===== src/rtl/wavegen_pkg.sv =====
package wavegen_pkg;

    typedef enum logic [2:0] {
        WG_CONST  = 3'd0,
        WG_RAMP   = 3'd1,
        WG_PULSE  = 3'd2,
        WG_RANDOM = 3'd3,
        WG_CLOCK  = 3'd4
    } wg_mode_e;

    typedef struct packed {
        logic [2:0] mode;
        logic       primed;
        logic       valid;
    } wg_ctrl_t;

    // Galois feedback masks for maximal-length sequences (right shift)
    function automatic logic [63:0] wg_lfsr_taps(input int w);
        case (w)
            8:       return 64'h0000_0000_0000_00B8;
            16:      return 64'h0000_0000_0000_B400;
            24:      return 64'h0000_0000_00E1_0000;
            32:      return 64'h0000_0000_8020_0003;
            default: return (64'h1 << (w - 1)) | 64'h1;
        endcase
    endfunction

endpackage


===== src/rtl/wavegen_ramp.sv =====
module wavegen_ramp #(
    parameter int W = 16
) (
    input  logic         clk,
    input  logic         rst_n,
    input  logic         load,
    input  logic         adv,
    input  logic [W-1:0] from_val,
    input  logic [W-1:0] to_val,
    input  logic [W-1:0] step_val,
    input  logic         down,
    output logic [W-1:0] value,
    output logic         done
);

    typedef struct packed {
        logic [W-1:0] cur;
        logic         done;
    } ramp_st_t;

    ramp_st_t st_d, st_q;
    logic [W:0] sum_w, dif_w;
    logic [W-1:0] nxt;

    always_comb begin
        sum_w = {1'b0, st_q.cur} + {1'b0, step_val};
        dif_w = {1'b0, st_q.cur} - {1'b0, step_val};
        if (down) begin
            nxt = (dif_w[W] || dif_w[W-1:0] <= to_val) ? to_val : dif_w[W-1:0];
        end else begin
            nxt = (sum_w >= {1'b0, to_val}) ? to_val : sum_w[W-1:0];
        end
        st_d = st_q;
        if (load) begin
            st_d.cur  = from_val;
            st_d.done = (from_val == to_val);
        end else if (adv && !st_q.done) begin
            st_d.cur  = nxt;
            st_d.done = (nxt == to_val);
        end
    end

    always_ff @(posedge clk) begin
        if (!rst_n) st_q <= '0;
        else        st_q <= st_d;
    end

    assign value = st_q.cur;
    assign done  = st_q.done;

endmodule


===== src/rtl/wavegen_lfsr.sv =====
module wavegen_lfsr
    import wavegen_pkg::*;
#(
    parameter int W = 16
) (
    input  logic         clk,
    input  logic         rst_n,
    input  logic         load,
    input  logic         adv,
    input  logic [W-1:0] seed,
    output logic [W-1:0] value
);

    localparam logic [63:0]  TAPS_ALL = wg_lfsr_taps(W);
    localparam logic [W-1:0] MASK     = TAPS_ALL[W-1:0];
    localparam logic [W-1:0] SAFE     = {{(W-1){1'b0}}, 1'b1};

    logic [W-1:0] lfsr_d, lfsr_q;

    always_comb begin
        lfsr_d = lfsr_q;
        if (load) begin
            lfsr_d = (seed == '0) ? SAFE : seed;
        end else if (adv) begin
            lfsr_d = (lfsr_q >> 1) ^ (lfsr_q[0] ? MASK : '0);
        end
    end

    always_ff @(posedge clk) begin
        if (!rst_n) lfsr_q <= SAFE;
        else        lfsr_q <= lfsr_d;
    end

    assign value = lfsr_q;

endmodule


===== src/rtl/wavegen_phase.sv =====
module wavegen_phase #(
    parameter int CW = 8
) (
    input  logic          clk,
    input  logic          rst_n,
    input  logic          load,
    input  logic          adv,
    input  logic [CW-1:0] period,
    output logic [CW-1:0] phase
);

    logic [CW-1:0] ph_d, ph_q;
    logic [CW:0]   inc_w;

    always_comb begin
        inc_w = {1'b0, ph_q} + 1'b1;
        ph_d  = ph_q;
        if (load) begin
            ph_d = '0;
        end else if (adv) begin
            ph_d = (inc_w >= {1'b0, period}) ? '0 : inc_w[CW-1:0];
        end
    end

    always_ff @(posedge clk) begin
        if (!rst_n) ph_q <= '0;
        else        ph_q <= ph_d;
    end

    assign phase = ph_q;

endmodule


===== src/rtl/wavegen_top.sv =====
module wavegen_top
    import wavegen_pkg::*;
#(
    parameter int WIDTH = 16,
    parameter int CNT_W = 8
) (
    input  logic             clk,
    input  logic             rst_n,
    input  logic             en,
    input  logic [2:0]       mode,
    input  logic [WIDTH-1:0] const_val,
    input  logic [WIDTH-1:0] ramp_from,
    input  logic [WIDTH-1:0] ramp_to,
    input  logic [WIDTH-1:0] ramp_step,
    input  logic             ramp_down,
    input  logic [WIDTH-1:0] pulse_val,
    input  logic [WIDTH-1:0] seed,
    input  logic [CNT_W-1:0] period,
    input  logic [CNT_W-1:0] high_cnt,
    input  logic [CNT_W-1:0] rise_at,
    input  logic [CNT_W-1:0] fall_at,
    output logic             out_valid,
    output logic [WIDTH-1:0] out_data,
    output logic             ramp_done
);

    wg_ctrl_t ctrl_d, ctrl_q;
    logic restart, advance;
    logic [2:0]       act_mode;
    logic [WIDTH-1:0] ramp_v, rand_v;
    logic             ramp_fin;
    logic [CNT_W-1:0] phase;

    always_comb begin
        restart = en && (!ctrl_q.primed || (mode != ctrl_q.mode));
        advance = en && !restart;
        ctrl_d  = ctrl_q;
        ctrl_d.valid = en;
        if (restart) begin
            ctrl_d.mode   = mode;
            ctrl_d.primed = 1'b1;
        end
    end

    always_ff @(posedge clk) begin
        if (!rst_n) ctrl_q <= '0;
        else        ctrl_q <= ctrl_d;
    end

    assign act_mode = ctrl_q.mode;

    wavegen_ramp #(.W(WIDTH)) ramp_i (
        .clk      (clk),
        .rst_n    (rst_n),
        .load     (restart),
        .adv      (advance),
        .from_val (ramp_from),
        .to_val   (ramp_to),
        .step_val (ramp_step),
        .down     (ramp_down),
        .value    (ramp_v),
        .done     (ramp_fin)
    );

    wavegen_lfsr #(.W(WIDTH)) lfsr_i (
        .clk   (clk),
        .rst_n (rst_n),
        .load  (restart),
        .adv   (advance),
        .seed  (seed),
        .value (rand_v)
    );

    wavegen_phase #(.CW(CNT_W)) phase_i (
        .clk    (clk),
        .rst_n  (rst_n),
        .load   (restart),
        .adv    (advance),
        .period (period),
        .phase  (phase)
    );

    always_comb begin
        case (act_mode)
            WG_CONST:  out_data = const_val;
            WG_RAMP:   out_data = ramp_v;
            WG_PULSE:  out_data = (phase < high_cnt) ? pulse_val : '0;
            WG_RANDOM: out_data = rand_v;
            WG_CLOCK:  out_data = (phase >= rise_at && phase < fall_at) ? '1 : '0;
            default:   out_data = '0;
        endcase
    end

    assign out_valid = ctrl_q.valid;
    assign ramp_done = ramp_fin && (act_mode == WG_RAMP);

endmodule


===== config.mk =====
export PLATFORM = sky130hd
export DESIGN_NAME = wavegen_top
export DESIGN_NICKNAME = d
export VERILOG_FILES = /design/src/rtl/wavegen_pkg.sv /design/src/rtl/wavegen_ramp.sv /design/src/rtl/wavegen_lfsr.sv /design/src/rtl/wavegen_phase.sv /design/src/rtl/wavegen_top.sv
export SDC_FILE = /design/constraint.sdc
export NUM_CORES = 1
export LEC_CHECK = 0
export BUFFER_PORTS_ARGS = -buffer_cell sky130_fd_sc_hd__buf_2
export CORE_ASPECT_RATIO = 0.9
export CORE_MARGIN = 2
export CORE_UTILIZATION = 55
export DETAILED_ROUTE_END_ITERATION = 12
export PLACE_DENSITY = 0.81
export SLEW_MARGIN = 10
export SYNTH_ARGS = -nofsm -noshare
export SYNTH_HDL_FRONTEND = slang
export SYNTH_SLANG_ARGS = --single-unit

===== constraint.sdc =====
create_clock -name clk -period 6.1 [get_ports clk]
set_clock_uncertainty 0.05 [all_clocks]
set_input_delay 0.305 -clock clk [delete_from_list [all_inputs] [get_ports clk]]
set_output_delay 0.305 -clock clk [all_outputs]
set_load 0.1 [all_outputs]

==> results of run 1 <==
[cell type report]
type | count | area, um^2 | area share
tap | 164 | 205 | 0.0253
inverter | 86 | 323 | 0.0398
multi-input combinational | 754 | 5590 | 0.688
timing repair buffer | 169 | 888 | 0.109
clock buffer | 5 | 125 | 0.0154
clock inverter | 3 | 68.8 | 0.00848
sequential | 46 | 921 | 0.113
[stage by stage]
step | setup slack, ns | cell area [um^2]
floorplan | 1.16 | 7030
global placement | 0.317 | 7910
detailed placement | 0.196 | 7910
CTS | 0.281 | 8110
global route | 0.137 | 8120
finish | 0.455 | 8120
[repair_timing]
item / in CTS / in global routing
endpoints found under the setup margin: 0 / 2
gates resized for setup: 0 / 3
hold buffers: 0 / 0
[per-layer routing]
layer  vias up  GRT usage  share of wire
li1       3749          -              -
met1      3668      0.542           0.44
met2       481      0.544           0.43
met3        51     0.0694           0.11
met4         0     0.0848          0.023
met5         -          0              0
[logic make-up (layout without fill, tap and decap cells)]
group,count (synthesis),after routing
simple gates,267,267
xor+xnor,40,40
buf+inv,136,263
fa+ha+maj,97,97
flops,46,46
compound gates,315,315
mux,35,35
[placed cells by master, fill, tap and decap left out, drive strengths merged, types with 5 or more instances in the layout]
master and count:
o21bai 5, o21ai 46, a21oi 56, ha 95, o32ai 7, and3 7
a21o 21, a311oi 7, o2111ai 6, mux2 15, mux2i 20, o21a 11
xnor2 27, nand2b 19, nor2 96, a221oi 7, o31ai 8, nor4 15
nor3 17, nand4 17, xor2 13, buf 169, nand3 19, nand2 38
clkbuf 5, dfxtp 46, or2 5, o211ai 11, a211o 21, a31oi 16
or3 7, inv 86, nor2b 12, a211oi 29, a22oi 21
[power groups by stage]
stage | clock network (mW) | logic (mW) | registers (mW)
3_5_place_dp | 0 | 0.916 | 0.352
4_1_cts | 0.364 | 0.924 | 0.345
2_1_floorplan | 0 | 0.649 | 0.342
5_1_grt | 0.378 | 1.03 | 0.348
6_report | 0.366 | 0.955 | 0.346
3_3_place_gp | 0 | 0.915 | 0.352
[worst max-delay path by stage]
stage / startpoint / end / slack, ns
final: ramp_i.value[3]$_SDFFE_PN0P_ / ramp_i.done$_SDFFE_PN0P_ / 0.45
after global routing: ramp_i.value[3]$_SDFFE_PN0P_ / ramp_i.done$_SDFFE_PN0P_ / 0.14
after CTS: ramp_i.value[3]$_SDFFE_PN0P_ / ramp_i.value[10]$_SDFFE_PN0P_ / 0.28
after detailed placement: ramp_step[3] / ramp_i.value[10]$_SDFFE_PN0P_ / 0.20
after global placement: ramp_step[3] / ramp_i.value[10]$_SDFFE_PN0P_ / 0.32
after floorplan: ramp_step[7] / ramp_i.done$_SDFFE_PN0P_ / 1.16
[worst reg2reg max path: cells and delay by family (launching register included)]
| kind | cells | cell delay, ns |
|---|---|---|
| AO/OA/AOI/OAI | 9 | 2.27 |
| buffers and inverters | 1 | 0.09 |
| AND/OR/NAND/NOR | 6 | 1.59 |
| adder cells (fa/ha/maj) | 2 | 0.81 |
| XOR/XNOR | 1 | 0.40 |
| flip-flops | 1 | 0.35 |
[flip-flops by register name, summed over array words and instances, names as in the netlist]
signal and flops:
act_mode 3, ramp_i.done 1, ctrl_q 1, out_valid 1
ramp_i.value 16, phase_i.phase 8, lfsr_i.value 16
==> reports/metrics.cfg, run 1 <==
[logic_synthesis]
synth-main-ff-cell = dfxtp_1
synthAdderAreaFrac = 0.175
synth_top_family_by_area = compound AO/OA/AOI/OAI gates
synth.most_common_cell = nor2_1
synth_cells = 936
synth-seq-cells = 46
synth.avg_cell_area_um2 = 7.51
yosysSeqAreaShare = 0.131
ys_async_sr_fraction = 0
syn-num-nets = 1168
yosysTopAreaCell = ha_1
synth_commonest_cells = 96 x nor2_1, 95 x ha_1, 86 x inv_1
synth-compound-area-share = 0.323
yosysWarnings = 0
synthMuxAreaShare = 0.0525
yosysTopAreaCellShare = 0.169
syn_area_um2 = 7030
synthDistinctLibCells = 80
netlist_top_cells_area = ha_1 17%, dfxtp_1 13%, nor2_1 5.1%
synth-simple-area-share = 0.192
synth_edf_count = 0
synthXorXnorAreaFrac = 0.0498

[global_route]
grt_overflow_total = 0
grt_pass1_vias = 7338
grt_max_degree = 49
track_usage = 0.367
antenna_found_initial = 0
grt_pass1_wl_um = 39800

[worst_hold_path]
worstHoldPathType = primary input to flop
holdPathStages = 3
hp-start = mode[1]
whs_endpoint = act_mode[1]$_SDFFE_PN0P_

[critical_path]
path_max_fanout = 10
worst_ep_required_time_ns = 6.26
end_kind = flop
cp_data_arrival_time_ns = 5.81
path_depth = 19
r2r_cells = 19
crit_type = flop to flop
cp_slowest_cell = o32ai_1
critical-path-top-delay-family = compound AO/OA/AOI/OAI gates
r2r_slack_ns = 0.45
reg2reg_to = ramp_i.done$_SDFFE_PN0P_
cpPeakStageDelay_ns = 0.62
crit_path_cell_trace = ha_1 -> o21a_1 -> o31a_1 -> o21ai_0 -> o31ai_1 -> or2_2 -> a21oi_1 -> xnor2_1 -> inv_1 -> ha_1 -> nand4_1 -> or3_4 -> o32ai_1 -> or2_1 -> o32ai_1 -> o2bb2ai_1 -> nor4_1 -> nand4_1 -> o31ai_2
cp.buffers_inverters = 1
worst_setup_path_start_kind = flop
r2r-start = ramp_i.value[3]$_SDFFE_PN0P_

[route]
via_count = 7949
dr.pass1.iters = 5
wl_um = 25200
drtIter0Drc = 1034
drtAntennaViolNets = 0
vias_per_cell = 6.48
wl_per_cell_um = 20.6
drc = 0

[run_status]
outcome = complete, no violations

[timing]
rsz0062_at_grt = no
worst_slew_pin_slew_ns = 1.08
min_period_ns = 5.65
fin_crit_sh = 0.925
hold_ws_ns = 0.239
slew_headroom = 0.277
tns_ns = 0
finalSetupViolCount = 0
hold_viol = 0
maxSlewViolCount = 0
clock.fmax_ghz = 0.177

[finish]
fin_util = 0.645
area_growth_pct = 15.5
diodes = 0
drive_above_1_share = 0.209
final_nets = 1294
instances_no_fill = 1227
nFillCells = 1185

[clocking]
htreeDepth = 2
cts_buffer_depth = 2
path_clk_slew_ns = 0.07
post-cts-setup-buffers = 0
clkSinkCount = 46
cts_tree = yes
clk_latency_ns = 0.29
cts_inserted_buffers = 5
cts_root_buf = clkbuf_16

[floorplanning]
die_width_um = 123
rows = 39
fp.coreArea_um2 = 12600
die_h_um = 111
boundaryPins = 153
start_util = 0.558
die_area_um2 = 13700

[power]
p_leak_nw = 4.08
power_switching_share = 0.465
ir_drop_v = 0.000154
total_power_mw = 1.67
clockPowerShare = 0.219
switchingPower_mw = 0.776
power_per_cell_area_nw_per_um2 = 205
p_seq_frac = 0.208
p_comb_frac = 0.573
internal_power_mw = 0.892

[placed_design]
hpwl_um = 20400
dp.cells = 1219
gp_congestion = 1.06
port_buffers = 152

[flow_run]
drv_cap = 0

(Power assumes the default switching activity.)
==> run 2, diff against run 1 <==
==> constraint.sdc (replaced) <==
create_clock -name clk -period 6.1 [get_ports clk]
set_clock_uncertainty 0.05 [all_clocks]
set_input_delay 0.61 -clock clk [delete_from_list [all_inputs] [get_ports clk]]
set_output_delay 0.61 -clock clk [all_outputs]
set_load 0.1 [all_outputs]
==> reports/metrics.cfg, run 2 (same netlist as run 1, synthesis figures left out) <==
[timing]
maxSlewViolCount = 0  ; unchanged
fin_crit_sh = 0.952  ; +0.0265
rsz0062_at_grt = no
slew_headroom = 0.280  ; +0.00277
clock.fmax_ghz = 0.172  ; -2.8%
tns_ns = 0  ; unchanged
min_period_ns = 5.81  ; +0.162 ns
finalSetupViolCount = 0  ; unchanged
hold_viol = 0  ; unchanged
worst_slew_pin_slew_ns = 1.08  ; -0.00415 ns

[global_route]
grt_max_degree = 49  ; unchanged
track_usage = 0.360  ; -0.00699
antenna_found_initial = 0  ; unchanged
grt_pass1_vias = 7145  ; -2.6%
grt_pass1_wl_um = 38600  ; -3.0%
grt_overflow_total = 0  ; unchanged

[floorplanning]
fp.coreArea_um2 = 12600  ; unchanged
die_width_um = 123  ; unchanged
die_h_um = 111  ; unchanged
rows = 39  ; unchanged
boundaryPins = 153  ; unchanged
die_area_um2 = 13700  ; unchanged
start_util = 0.558  ; unchanged

[power]
p_comb_frac = 0.607  ; +0.034
power_switching_share = 0.480  ; +0.0147
switchingPower_mw = 0.777  ; +0.21%
internal_power_mw = 0.843  ; -5.5%
power_per_cell_area_nw_per_um2 = 198  ; -3.4%
ir_drop_v = 0.000173  ; +12%
p_seq_frac = 0.216  ; +0.008
p_leak_nw = 4.12  ; +0.94%
clockPowerShare = 0.176  ; -0.043

[route]
wl_um = 25200  ; -0.23%
wl_per_cell_um = 20.3  ; -1.3%
drtIter0Drc = 982  ; -5.0%
dr.pass1.iters = 6  ; +1
via_count = 7983  ; +0.43%
drtAntennaViolNets = 0  ; unchanged
vias_per_cell = 6.44  ; -0.63%
drc = 0  ; unchanged

[clocking]
clk_latency_ns = 0.30  ; about the same
path_clk_slew_ns = 0.07  ; about the same
clkSinkCount = 46  ; unchanged
htreeDepth = 2  ; unchanged
cts_inserted_buffers = 5  ; unchanged
ctsHoldBuffers = 0  ; unchanged
cts_buffer_depth = 2  ; unchanged
cts_root_buf = clkbuf_16
cts_tree = yes

[finish]
area_growth_pct = 16.2
mostFrequentLayoutCells = 152 x buf_2, 95 x nor2_1, 95 x ha_1, 86 x inv_1, 55 x a21oi_1
final_nets = 1307  ; +1.0%
diodes = 0  ; unchanged
mostFrequentLayoutCell = buf_2
drive_above_1_share = 0.217  ; +0.00770
nFillCells = 1193  ; +0.68%
fin_util = 0.649  ; +0.00397
instances_no_fill = 1240  ; +1.1%

[critical_path]
worst_ep_required_time_ns = 6.26  ; about the same
path_max_fanout = 8  ; -2
r2r-start = ramp_i.value[2]$_SDFFE_PN0P_
r2r_cells = 19  ; unchanged
cp_data_arrival_time_ns = 5.97  ; +0.16 ns
critPathCapture = ramp_i.done$_SDFFE_PN0P_
end_kind = flop
r2r_slack_ns = 0.29  ; -0.16 ns
crit_type = flop to flop
reg2reg_to = ramp_i.done$_SDFFE_PN0P_
crit_path_start = ramp_i.value[2]$_SDFFE_PN0P_
worst_setup_path_start_kind = flop

[placed_design]
gp_congestion = 1.03  ; -3.1%
port_buffers = 152  ; unchanged
hpwl_um = 20300  ; -0.25%
dp.cells = 1232  ; +1.1%

[run_status]
outcome = complete, no violations

[worst_hold_path]
worstHoldPathType = flop to flop

[flow_run]
drv_cap = 0  ; unchanged

run 2: cell types whose count changed in the layout (fill, tap and decap cells not counted), sizes merged:
cell | before | now
buf | 169 | 182
bufinv | 2 | 0
clkbuf | 5 | 6
clkinvlp | 0 | 1
run 2: layout make-up:
type,instances,area (um^2),share of cell area
inverters,86,323,0.0395
clock buffers,6,139,0.0170
repair buffers,182,986,0.121
clock inverters,2,12.5,0.00153
well taps,164,205,0.0251
multi-input cells,754,5580,0.683
flip-flops and latches,46,921,0.113
run 2: worst min-delay path by stage:
stage	startpoint	endpoint	slack, ns	cells past startpoint
finish	ctrl_q[1]$_SDFFE_PN0P_	ctrl_q[1]$_SDFFE_PN0P_	0.44	2
global route	ctrl_q[1]$_SDFFE_PN0P_	ctrl_q[1]$_SDFFE_PN0P_	0.47	2
CTS	ctrl_q[1]$_SDFFE_PN0P_	ctrl_q[1]$_SDFFE_PN0P_	0.44	2
detailed placement	ctrl_q[1]$_SDFFE_PN0P_	ctrl_q[1]$_SDFFE_PN0P_	0.42	2
global placement	ctrl_q[1]$_SDFFE_PN0P_	ctrl_q[1]$_SDFFE_PN0P_	0.41	2
floorplan	ctrl_q[1]$_SDFFE_PN0P_	ctrl_q[1]$_SDFFE_PN0P_	0.39	2
run 2: per-stage QoR:
step           setup slack, ns  area (um^2)  hold WS (ns)  power, mW
6_report                 0.293         8170         0.442       1.62
3_3_place_gp             0.154         8010         0.408       1.29
3_5_place_dp             0.102         8010         0.420       1.30
2_1_floorplan            0.856         7030         0.390      0.990
4_1_cts                  0.351         8160         0.439       1.58
5_1_grt                 0.0329         8170         0.472       1.70
run 2: metal layers:
metal	wire length [um]	share of wire	track usage
met1	11000	0.44	0.535
met2	10700	0.43	0.527
met3	2780	0.11	0.0761
met4	624	0.025	0.0788
met5	0	0	0
run 2: power groups by stage:
stage          logic [mW]  registers, mW  clock network [mW]
3_5_place_dp        0.943          0.356                   0
3_3_place_gp        0.938          0.355                   0
2_1_floorplan       0.649          0.342                   0
4_1_cts             0.949          0.349               0.285
6_report            0.983          0.351               0.286
5_1_grt              1.05          0.352               0.297
run 2: worst max-delay path: stages, from the launching register on:
cell	delay [ns]
dfxtp_1	0.47
ha_1	0.38
nor2b_1	0.19
a2111oi_1	0.74
buf_4	0.23
o21a_1	0.18
o21ai_0	0.13
xnor2_1	0.42
inv_1	0.17
ha_1	0.23
a211oi_1	0.24
o21ai_0	0.14
a211oi_2	0.22
a21oi_1	0.18
nor4_2	0.49
a22oi_1	0.24
a221o_1	0.42
a221oi_2	0.28
nand4_1	0.13
o31ai_2	0.19
run 2: repair_timing:
item | 4_1_cts | 5_1_grt
endpoints found under the setup margin | 0 | 1
setup buffers | 0 | 0
resized for setup | 0 | 1
